**config.mk**
```make
export PLATFORM = sky130hd
export DESIGN_NAME = wdu_guard
export DESIGN_NICKNAME = d
export VERILOG_FILES = /design/src/rtl/wdu_pkg.sv /design/src/rtl/wdu_cycle_counter.sv /design/src/rtl/wdu_seq_fsm.sv /design/src/rtl/wdu_ctrl_reg.sv /design/src/rtl/wdu_guard.sv
export SDC_FILE = /design/constraint.sdc
export NUM_CORES = 1
export LEC_CHECK = 0
export BUFFER_PORTS_ARGS = -buffer_cell sky130_fd_sc_hd__buf_2
export CORE_MARGIN = 5
export CORE_UTILIZATION = 40
export CTS_CLUSTER_SIZE = 10
export DETAILED_ROUTE_END_ITERATION = 8
export SKIP_LAST_GASP = 1
export SLEW_MARGIN = 10
export SYNTH_ARGS = -nofsm -noshare
export SYNTH_HDL_FRONTEND = slang
export SYNTH_SLANG_ARGS = --single-unit
```
**constraint.sdc**
```tcl
create_clock -name clk -period 2 [get_ports clk]
set_input_delay 0.1 -clock clk [delete_from_list [all_inputs] [get_ports clk]]
set_output_delay 0.1 -clock clk [all_outputs]
set_load 0.1 [all_outputs]
```
**src/rtl/wdu_pkg.sv**
```systemverilog
package wdu_pkg;
    typedef enum logic [1:0] {
        ST_LOCKED = 2'd0,
        ST_ARMED  = 2'd1,
        ST_OPEN   = 2'd2
    } wdu_state_e;
endpackage

```
**src/rtl/wdu_cycle_counter.sv**
```systemverilog
module wdu_cycle_counter #(
    parameter int CNT_W = 9
) (
    input  logic             clk,
    input  logic             rst_n,
    input  logic             restart,
    output logic [CNT_W-1:0] count
);
    localparam logic [CNT_W-1:0] ONE_C = CNT_W'(1);
    localparam logic [CNT_W-1:0] MAX_C = {CNT_W{1'b1}};

    always_ff @(posedge clk or negedge rst_n) begin
        if (!rst_n) begin
            count <= '0;
        end else if (restart) begin
            count <= ONE_C;
        end else if (count != MAX_C) begin
            count <= count + ONE_C;
        end
    end
endmodule

```
**src/rtl/wdu_seq_fsm.sv**
```systemverilog
module wdu_seq_fsm
    import wdu_pkg::*;
#(
    parameter int          DATA_W     = 16,
    parameter int          CNT_W      = 9,
    parameter int          SEQ_LIMIT  = 20,
    parameter int          OPEN_LIMIT = 256,
    parameter logic [15:0] KEY_FIRST  = 16'hC520,
    parameter logic [15:0] KEY_SECOND = 16'hD928
) (
    input  logic              clk,
    input  logic              rst_n,
    input  logic              unlock_wr,
    input  logic [DATA_W-1:0] wr_data,
    input  logic [CNT_W-1:0]  count,
    output wdu_state_e        state,
    output logic              restart,
    output logic              reset_req
);
    localparam logic [CNT_W-1:0] SEQ_LIM_C  = CNT_W'(SEQ_LIMIT);
    localparam logic [CNT_W-1:0] OPEN_LIM_C = CNT_W'(OPEN_LIMIT);
    localparam logic [DATA_W-1:0] K1_C = DATA_W'(KEY_FIRST);
    localparam logic [DATA_W-1:0] K2_C = DATA_W'(KEY_SECOND);

    wdu_state_e state_q, state_d;
    logic       fail_d;
    logic       req_q;

    always_comb begin
        state_d = state_q;
        fail_d  = 1'b0;
        restart = 1'b0;
        unique case (state_q)
            ST_LOCKED: begin
                if (unlock_wr && wr_data == K1_C) begin
                    state_d = ST_ARMED;
                    restart = 1'b1;
                end
            end
            ST_ARMED: begin
                if (unlock_wr) begin
                    if (wr_data == K2_C) begin
                        state_d = ST_OPEN;
                        restart = 1'b1;
                    end else begin
                        state_d = ST_LOCKED;
                        fail_d  = 1'b1;
                    end
                end else if (count >= SEQ_LIM_C) begin
                    state_d = ST_LOCKED;
                    fail_d  = 1'b1;
                end
            end
            ST_OPEN: begin
                if (count >= OPEN_LIM_C) begin
                    state_d = ST_LOCKED;
                end
            end
            default: begin
                state_d = ST_LOCKED;
            end
        endcase
    end

    always_ff @(posedge clk or negedge rst_n) begin
        if (!rst_n) begin
            state_q <= ST_LOCKED;
        end else begin
            state_q <= state_d;
        end
    end

    always_ff @(posedge clk or negedge rst_n) begin
        if (!rst_n) begin
            req_q <= 1'b0;
        end else begin
            req_q <= fail_d;
        end
    end

    assign state     = state_q;
    assign reset_req = req_q;


    req_single_cycle_chk: assert property (@(posedge clk) disable iff (!rst_n)
        req_q |=> !req_q);


    armed_count_bound_chk: assert property (@(posedge clk) disable iff (!rst_n)
        (state_q == ST_ARMED) |-> (count <= SEQ_LIM_C));


    open_count_bound_chk: assert property (@(posedge clk) disable iff (!rst_n)
        (state_q == ST_OPEN) |-> (count <= OPEN_LIM_C));


    silent_relock_chk: assert property (@(posedge clk) disable iff (!rst_n)
        (state_q == ST_LOCKED && $past(state_q == ST_OPEN)) |-> !req_q);


    req_means_locked_chk: assert property (@(posedge clk) disable iff (!rst_n)
        req_q |-> (state_q == ST_LOCKED));
endmodule

```
**src/rtl/wdu_ctrl_reg.sv**
```systemverilog
module wdu_ctrl_reg #(
    parameter int                DATA_W    = 16,
    parameter logic [DATA_W-1:0] RESET_VAL = 16'h0001
) (
    input  logic              clk,
    input  logic              rst_n,
    input  logic              wr_ok,
    input  logic [DATA_W-1:0] wr_data,
    output logic [DATA_W-1:0] q
);
    always_ff @(posedge clk or negedge rst_n) begin
        if (!rst_n) begin
            q <= RESET_VAL;
        end else if (wr_ok) begin
            q <= wr_data;
        end
    end
endmodule

```
**src/rtl/wdu_guard.sv**
```systemverilog
module wdu_guard
    import wdu_pkg::*;
#(
    parameter int          DATA_W     = 16,
    parameter int          ADDR_W     = 4,
    parameter logic [3:0]  CTRL_OFS   = 4'h0,
    parameter logic [3:0]  UNLOCK_OFS = 4'hE,
    parameter logic [15:0] KEY_FIRST  = 16'hC520,
    parameter logic [15:0] KEY_SECOND = 16'hD928,
    parameter int          SEQ_LIMIT  = 20,
    parameter int          OPEN_LIMIT = 256,
    parameter logic [15:0] CTRL_RESET = 16'h0001
) (
    input  logic              clk,
    input  logic              rst_n,
    input  logic              wr_en,
    input  logic [ADDR_W-1:0] wr_addr,
    input  logic [DATA_W-1:0] wr_data,
    output logic [DATA_W-1:0] ctrl_rdata,
    output logic              wdog_enable,
    output logic              reset_req
);
    localparam int MAX_LIMIT = (OPEN_LIMIT > SEQ_LIMIT) ? OPEN_LIMIT : SEQ_LIMIT;
    localparam int CNT_W     = $clog2(MAX_LIMIT + 1) + 1;
    localparam logic [ADDR_W-1:0] CTRL_A   = ADDR_W'(CTRL_OFS);
    localparam logic [ADDR_W-1:0] UNLOCK_A = ADDR_W'(UNLOCK_OFS);

    wdu_state_e        state;
    logic              restart;
    logic [CNT_W-1:0]  count;
    logic              unlock_wr;
    logic              ctrl_wr_ok;
    logic [DATA_W-1:0] ctrl_q;

    assign unlock_wr  = wr_en && (wr_addr == UNLOCK_A);
    assign ctrl_wr_ok = wr_en && (wr_addr == CTRL_A) && (state == ST_OPEN);

    wdu_cycle_counter #(.CNT_W(CNT_W)) u_counter (
        .clk     (clk),
        .rst_n   (rst_n),
        .restart (restart),
        .count   (count)
    );

    wdu_seq_fsm #(
        .DATA_W     (DATA_W),
        .CNT_W      (CNT_W),
        .SEQ_LIMIT  (SEQ_LIMIT),
        .OPEN_LIMIT (OPEN_LIMIT),
        .KEY_FIRST  (KEY_FIRST),
        .KEY_SECOND (KEY_SECOND)
    ) u_fsm (
        .clk       (clk),
        .rst_n     (rst_n),
        .unlock_wr (unlock_wr),
        .wr_data   (wr_data),
        .count     (count),
        .state     (state),
        .restart   (restart),
        .reset_req (reset_req)
    );

    wdu_ctrl_reg #(
        .DATA_W    (DATA_W),
        .RESET_VAL (DATA_W'(CTRL_RESET))
    ) u_ctrl (
        .clk     (clk),
        .rst_n   (rst_n),
        .wr_ok   (ctrl_wr_ok),
        .wr_data (wr_data),
        .q       (ctrl_q)
    );

    assign ctrl_rdata  = ctrl_q;
    assign wdog_enable = ctrl_q[0];


    ctrl_locked_hold_chk: assert property (@(posedge clk) disable iff (!rst_n)
        (state != ST_OPEN) |=> $stable(ctrl_q));


    open_unlock_ignored_chk: assert property (@(posedge clk) disable iff (!rst_n)
        (state == ST_OPEN && unlock_wr) |=> !reset_req);
endmodule

```
=== After elaboration in Yosys (flattened, before gate mapping) ===
Cells that the tools add are included.

* Input bits: 23
* Output and inout port bits: 18
* Word-level logic and storage cells: 40
* Register bits after elaboration: 29

* Reductions and logical operators: 8
* Mux-type cells: 16
* Magnitude comparators: 2
* Eq/ne operators: 9
* Add/sub/neg operators: 1

{| class="wikitable"
|+ Operators with widths
! cell !! count
|-
| == test 16 bit, second input constant || 2
|-
| 2-to-1 mux 10 bit || 2
|-
| adder 10 x 1 -> 10 bit, second input constant || 1
|-
| >= comparator 10 x 5 -> 1 bit, second input constant || 1
|-
| >= comparator 10 x 9 -> 1 bit, second input constant || 1
|-
| 2-to-1 mux 2 bit || 5
|-
| != test 10 bit, second input constant || 1
|-
| 2-to-1 mux 1 bit || 7
|-
| one-hot mux 2 bit (3 select lines) || 1
|-
| == test 4 bit, second input constant || 1
|-
| logical AND 1 bit || 4
|-
| zero test 4 bit || 1
|-
| != test 2 x 1 -> 1 bit, second input constant || 2
|-
| != test 3 x 1 -> 1 bit, second input constant || 1
|-
| AND reduction 3 bit || 1
|-
| == test 2 x 1 -> 1 bit, second input constant || 1
|-
| == test 2 bit, second input constant || 1
|-
| zero test 2 bit || 1
|-
| one-hot mux 1 bit (2 select lines) || 1
|-
| nonzero test 2 bit || 1
|}

=== Logic depth before layout (Yosys ltp) ===
Gate-level depths: netlist of run 1.

* Depth in word-level cells: 6
* Gate-level depth with buffers: 5
* Depth with buffers taken out: 5

=== Hierarchy ===
From an unflattened synthesis of run 1, not the netlist that was laid out.

* Cells, all modules: 120
* Area, all modules: 1498.9 µm²

{| class="wikitable"
|+ By module, submodules not included
! module !! seq. area each (µm²) !! instances !! area each (µm²) !! cells each
|-
| wdu_ctrl_reg || 401.6 || 1 || 650.6 || 34
|-
| wdu_cycle_counter || 250.2 || 1 || 590.6 || 59
|-
| wdu_seq_fsm || 75.1 || 1 || 214.0 || 22
|-
| wdu_guard || 0.0 || 1 || 43.8 || 5
|}

=== Least setup slack after synthesis of run 1 ===
No wires, ideal clock.

* Path kind: reg2reg
* From: reg u_fsm.state_q[0] (netlist: u_fsm.state[0])
* To: reg u_ctrl.q[10]
* Buffers on the path: 1
* Period minus slack after synthesis: 1.477 ns
* Arrival time: 1.352 ns
* Cell stages (with the launch flop): 5
* Path slack: 0.523 ns
* Data required time: 1.875 ns
* Setup time: 0.125 ns
* Cells stage by stage: dfrtp_1 nor3_1 nand4b_2 buf_6 mux2_4

* Cells in the longest elaborated chain, start to end: 2

{| class="wikitable"
|+ RTL lines
! what !! line !! source
|-
| start: declaration || wdu_seq_fsm.sv:25 || <nowiki>wdu_state_e state_q, state_d;</nowiki>
|-
| start signal: assignment || wdu_seq_fsm.sv:69 || <nowiki>state_q <= state_d;</nowiki>
|-
| == test 2 bit || wdu_guard.sv:36 || <nowiki>assign ctrl_wr_ok = wr_en && (wr_addr == CTRL_A) && (state == ST_OPEN);</nowiki>
|-
| logical AND 1 bit || wdu_guard.sv:36 ||
|-
| end signal: assignment || wdu_ctrl_reg.sv:15 || <nowiki>q <= wr_data;</nowiki>
|-
| end: declaration || wdu_ctrl_reg.sv:9 || <nowiki>output logic [DATA_W-1:0] q</nowiki>
|}

Every way passes these cells.
A chain may end at the register's enable or synchronous reset.

=== Worst setup path in the final report of run 1 ===
* From: reg u_counter.count[1]
* To: reg u_counter.count[7]

* Cells in the longest elaborated chain, start to end: 3
* Elaborated cells between the ends (all ways): 5
* Those cells by class: add/sub (1); eq/ne (1); mux (2); reduce/logical (1)

{| class="wikitable"
|+ RTL lines
! what !! line !! source
|-
| start: declaration || wdu_cycle_counter.sv:7 || <nowiki>output logic [CNT_W-1:0] count</nowiki>
|-
| start signal: assignment || wdu_cycle_counter.sv:18 || <nowiki>count <= count + ONE_C;</nowiki>
|-
| adder 10 x 1 -> 10 bit || wdu_cycle_counter.sv:18 ||
|-
| 2-to-1 mux 10 bit || wdu_cycle_counter.sv:17 || <nowiki>end else if (count != MAX_C) begin</nowiki>
|-
| 2-to-1 mux 10 bit || wdu_cycle_counter.sv:15 || <nowiki>end else if (restart) begin</nowiki>
|}

Several ways; a longest one is shown, not always the timed one. The select of a mux whose other input is x is not followed.

==> results.toml, run 1 <==
[finish]
drive_gt1_frac = 0.4353
most-common-layout-cells = "buf_2, dfrtp_1, nor2_1"
fillers = 365
layoutNonFillerInstCount = 218
diodes = 0
final_common_cell = "buf_2"
final_nets = 194
area_delta_synth_final_pct = 23.52

[cts]
cts_root_buffer = "clkbuf_8"
cts_sinks = 29
clk_latency_ps = 270
cts_tree = "done"
h-tree-depth = 2
clk_pin_slew_ps = 60
cts_buffers = 5
cts_buffer_depth = 2

[setup_path]
crit_path_max_fanout = 6
endpoint_kind = "flop"
ff2ff_setup_slack_ps = 370
crit_path_start_kind = "flop"
r2r-start = "u_counter.count[1]"
cp.required_ps = 2180
critical_path_arrival_ps = 1810
criticalPathCategory = "flop to flop"
startpoint = "u_counter.count[1]"

[route]
drt-initial-drc-count = 63
drcViolationCount = 0
wirelength_microns = 2919
vias_per_cell = 5.151
drt.antenna.violating_nets = 0
vias = 1123
dr.pass1.iters = 4
wl_per_cell_microns = 13.39

[timing]
layout_setup_ws_ps = 365.1
max_slew_margin = 0.5770
rsz0062_at_grt = "false"
setup_viol_count_final = 0
holdWs_ps = 71.87
fin_worst_skew_ps = 3.684
finalMaxSlewViolations = 0
tightest_slew_ps = 634.5
fmax_ghz = 0.6117
finalHoldViolCount = 0
min_period_ps = 1635
setup_tns_ps = 0
period_share = 0.8174

[synthesis]
synth_top_area_frac = 0.4738
syn_area_sq_um = 1479
synthCells = 123
yosysWarnings = 0
synthDistinctLibCells = 38
synth_top_area_cell = "dfrtp_1"
postSynthAreaPerCell_sq_um = 12.02
synth_nets = 148
yosysSeqAreaShare = 0.4915
synth_area_leaders = "dfrtp_1, mux2_4, mux2_2"
ys_ff_latch = 29

[power]
powerDensity_nw_per_um2 = 919.6
finalPower_w = 0.001680
peakVddDrop_v = 0.0006117
power_leakage_nw = 0.9432

[die]
start_util = 0.4070
die_width_microns = 70.81
ioPinCount = 41
dieArea_sq_um = 5013
placementRows = 22
die_h_microns = 70.81
core_sq_um = 3633

[placed_design]
gp_routability_congestion = 0.8341
portBuffers = 40
dp_slack_ps = 363.3
placedCellCount = 209
hpwl_microns = 2249

[global_route]
grt_first_pass_wirelength_microns = 5078
grt_antenna_before_repair = 0
grt_max_degree = 30
grt_pass1_vias = 1107
grt_overflow = 0
grt_usage = 0.1251

[worst_hold_path]
min_path_type = "input pin to flop"
worstHoldStart = "wr_data[14]"

[flow_run]
drv_cap = 0

[status]
status = "finished, final reports clean"
[metal layers]
layer,part of all wire,global-route usage,up-vias
met1,0.42,0.1545,542
met5,0,0,-
met3,0.073,0.04545,4
met2,0.50,0.2049,33
met4,0.0099,0.03758,0
li1,-,-,544
[path summary, 6_finish.rpt]
kind,to,cells past startpoint
worst min register to register,u_ctrl.q[15],1
max in group asynchronous,u_counter.count[0],2
worst min-delay path,u_ctrl.q[14],2
min in group asynchronous,u_ctrl.q[14],2
worst max-delay path,u_counter.count[7],5
worst max register to register,u_counter.count[7],5
[through the flow]
step	util	cell area [sq um]
floorplan	-	1479
global placement	0.4752	1727
detailed placement	0.4752	1727
CTS	0.5028	1827
global route	0.5028	1827
finish	0.5028	1827
[registers in the layout, summed over array words and instances (netlist names)]
signal,count
u_fsm.state,2
u_fsm.reset_req,1
u_counter.count,10
u_ctrl.q,16
[power by group]
part / total [W] / switching (W) / internal, W
clock network: 0.000479 / 0.000199 / 0.000280
registers: 0.000837 / 0.000151 / 0.000685
logic: 0.000364 / 0.000202 / 0.000162
[repair_timing]
action | in CTS | in global routing
hold endpoints to repair | 28 | 0
buffers inserted | 0 | 0
hold buffers | 1 | 0
gates resized for setup | 0 | 0
[cells in the mapped netlist, drive strengths merged]
master / count
a21oi: 3
a31oi: 2
and4b: 1
and3: 2
inv: 2
dfstp: 1
and2: 1
and4: 3
xor2: 1
nor2b: 1
clkbuf: 1
nand4b: 1
nand2b: 1
nor2: 14
buf: 3
nand4: 4
and2b: 1
mux2i: 3
nor4: 1
nor3: 9
a211oi: 2
a32o: 1
nand2: 6
nand3: 4
dfrtp: 28
mux2: 16
and4bb: 1
xnor2: 1
nor4b: 4
ha: 2
a31o: 1
o21ai: 2
[cell type report]
cell class | instances | area (sq um) | area share
inverter | 2 | 7.507 | 0.004110
timing repair buffer | 43 | 225.2 | 0.1233
multi-input combinational | 88 | 716.9 | 0.3925
clock buffer | 8 | 90.09 | 0.04932
sequential | 29 | 726.9 | 0.3979
tap | 48 | 60.06 | 0.03288
[cell families after synthesis]
kind of cell | Yosys count | share of synthesized area
and+or+nand+nor | 54 | 0.2403
DFF | 29 | 0.4915
muxes | 19 | 0.1675
AOI/OAI and AO/OA | 11 | 0.04822
buffers and inverters | 6 | 0.02369
xor gates and xnor gates | 2 | 0.01185
adders and majority gates | 2 | 0.01692
[worst max-delay path: stages, from the launching register on]
cell and delay (ps):
dfrtp_1 400, ha_1 250, nand4_1 190, nor3_4 360
nor3_1 100, a211oi_1 230
No activity file was read; power rests on OpenSTA's default activity.
==> run 2: changes to the inputs <==
PLACE_DENSITY = 0.66   (was default)
clock period = 1.5 ns   (was 2 ns; I/O delays follow)
==> run 2 against run 1 <==
Final area up 5.5%. Critical path depth up 1. Non-clock buffer count grew 9. Register-to-register slack got worse by 280 ps. Total power increased by 45%. Wire length is 5.0% higher. Utilization increased by 2.8 points. Die area is the same. Clock power up 46%. Worst setup slack got worse by 280 ps. Sequential power is 34% higher.
==> results.toml, run 2 (synthesis results as in run 1) <==
[route]
wl_per_cell_microns = 13.51
drt-initial-drc-count = 58
dr.pass1.iters = 4
drt.antenna.violating_nets = 0
vias_per_cell = 5.022
drcViolationCount = 0
wirelength_microns = 3066
vias = 1140

[die]
ioPinCount = 41
placementRows = 22
start_util = 0.4070
die_h_microns = 70.81
die_width_microns = 70.81
dieArea_sq_um = 5013
core_sq_um = 3633

[timing]
setup_viol_count_final = 0
fmax_ghz = 0.7092
layout_setup_ws_ps = 89.86
finalMaxSlewViolations = 0
fin_worst_skew_ps = 3.811
tightest_slew_ps = 620.8
finalHoldViolCount = 0
period_share = 0.9401
max_slew_margin = 0.5862
min_period_ps = 1410
rsz0062_at_grt = "false"

[setup_path]
criticalPathCategory = "flop to flop"
cp.required_ps = 1670
endpoint_kind = "flop"
crit_path_max_fanout = 4
critical_path_arrival_ps = 1580
crit_path_start_kind = "flop"

[global_route]
grt_antenna_before_repair = 0
grt_first_pass_wirelength_microns = 5430
grt_overflow = 0
grt_pass1_vias = 1223
grt_max_degree = 30
grt_usage = 0.1378

[flow_run]
drv_cap = 0

[finish]
largest_register_ffs = 16
drive_gt1_frac = 0.4972
diodes = 0
most-common-layout-cells = "buf_2, dfrtp_1, nor2_1"
final_common_cell = "buf_2"
top_register = "u_ctrl.q"
area_delta_synth_final_pct = 30.29
fillers = 351
final_nets = 203

[power]
finalPower_w = 0.002437
peakVddDrop_v = 0.0008054
powerDensity_nw_per_um2 = 1265
power_leakage_nw = 0.9989

[placed_design]
hpwl_microns = 2259
portBuffers = 40
dp_slack_ps = -80.12
gp_routability_congestion = 0.7860

[worst_hold_path]
min_path_type = "input pin to flop"

[cts]
cts_buffer_depth = 2
cts_root_buffer = "clkbuf_8"
cts_tree = "done"
clk_pin_slew_ps = 60
cts_buffers = 5
cts_sinks = 29
h-tree-depth = 2
clk_latency_ps = 280

[status]
status = "finished, final reports clean"
## run 2: power breakdown
part	internal, W	total (W)	switching, W
Clock	0.000413	0.000697	0.000284
Sequential	0.000917	0.00112	0.000202
Combinational	0.000303	0.000621	0.000318
Total	0.00163	0.00244	0.000804
## run 2: what timing repair did
item                                    CTS  global route
hold endpoints to repair                 28             0
setup buffers                             3             0
endpoints found under the setup margin    4            11
pin swaps                                 3             3
hold buffers                              1             0
gates resized for setup                   1             4
## run 2: through the flow
step / TNS, ps / util / instances / area (sq um) / hold WS (ps)
finish: 0 / 0.5303 / 227 / 1927 / 36.76
global route: 0 / 0.5303 / 227 / 1927 / 37.09
CTS: 0 / 0.5251 / 227 / 1908 / 30.90
detailed placement: -193.1 / 0.4876 / 215 / 1772 / 133.9
global placement: 0 / 0.4876 / 215 / 1772 / 127.6
floorplan: 0 / - / 123 / 1479 / -220.6
## run 2: layer usage
metal	track usage	up-vias	part of all wire
li1	-	560	-
met1	0.1409	547	0.41
met2	0.2430	25	0.51
met3	0.04688	8	0.063
met4	0.07933	0	0.022
met5	0	-	0
## run 2: final cells by class
class / instances / area [sq um] / share of cell area
Tap cell: 48 / 60.06 / 0.03117
Sequential cell: 29 / 728.2 / 0.3779
Clock buffer: 7 / 96.34 / 0.05000
Multi-Input combinational cell: 88 / 737.0 / 0.3825
Clock inverter: 1 / 5.005 / 0.002597
Timing Repair Buffer: 52 / 292.8 / 0.1519
Inverter: 2 / 7.507 / 0.003896
## run 2: critical path: stages, from the launching register on
cell	delay, ps
dfrtp_2	410
ha_4	160
nand4_1	170
nor3_4	170
buf_4	160
mux2i_1	180
nor2_1	50
## run 2: worst paths after layout
path	cells past startpoint	start	to	slack (ps)
worst max-delay path	6	u_counter.count[0]	u_counter.count[1]	90
worst min-delay path	2	wr_data[15]	u_ctrl.q[15]	40
worst max register to register	6	u_counter.count[0]	u_counter.count[1]	90
worst min register to register	1	u_ctrl.q[7]	u_ctrl.q[7]	500
max in group asynchronous	2	rst_n	u_counter.count[0]	710
min in group asynchronous	2	rst_n	u_ctrl.q[14]	340
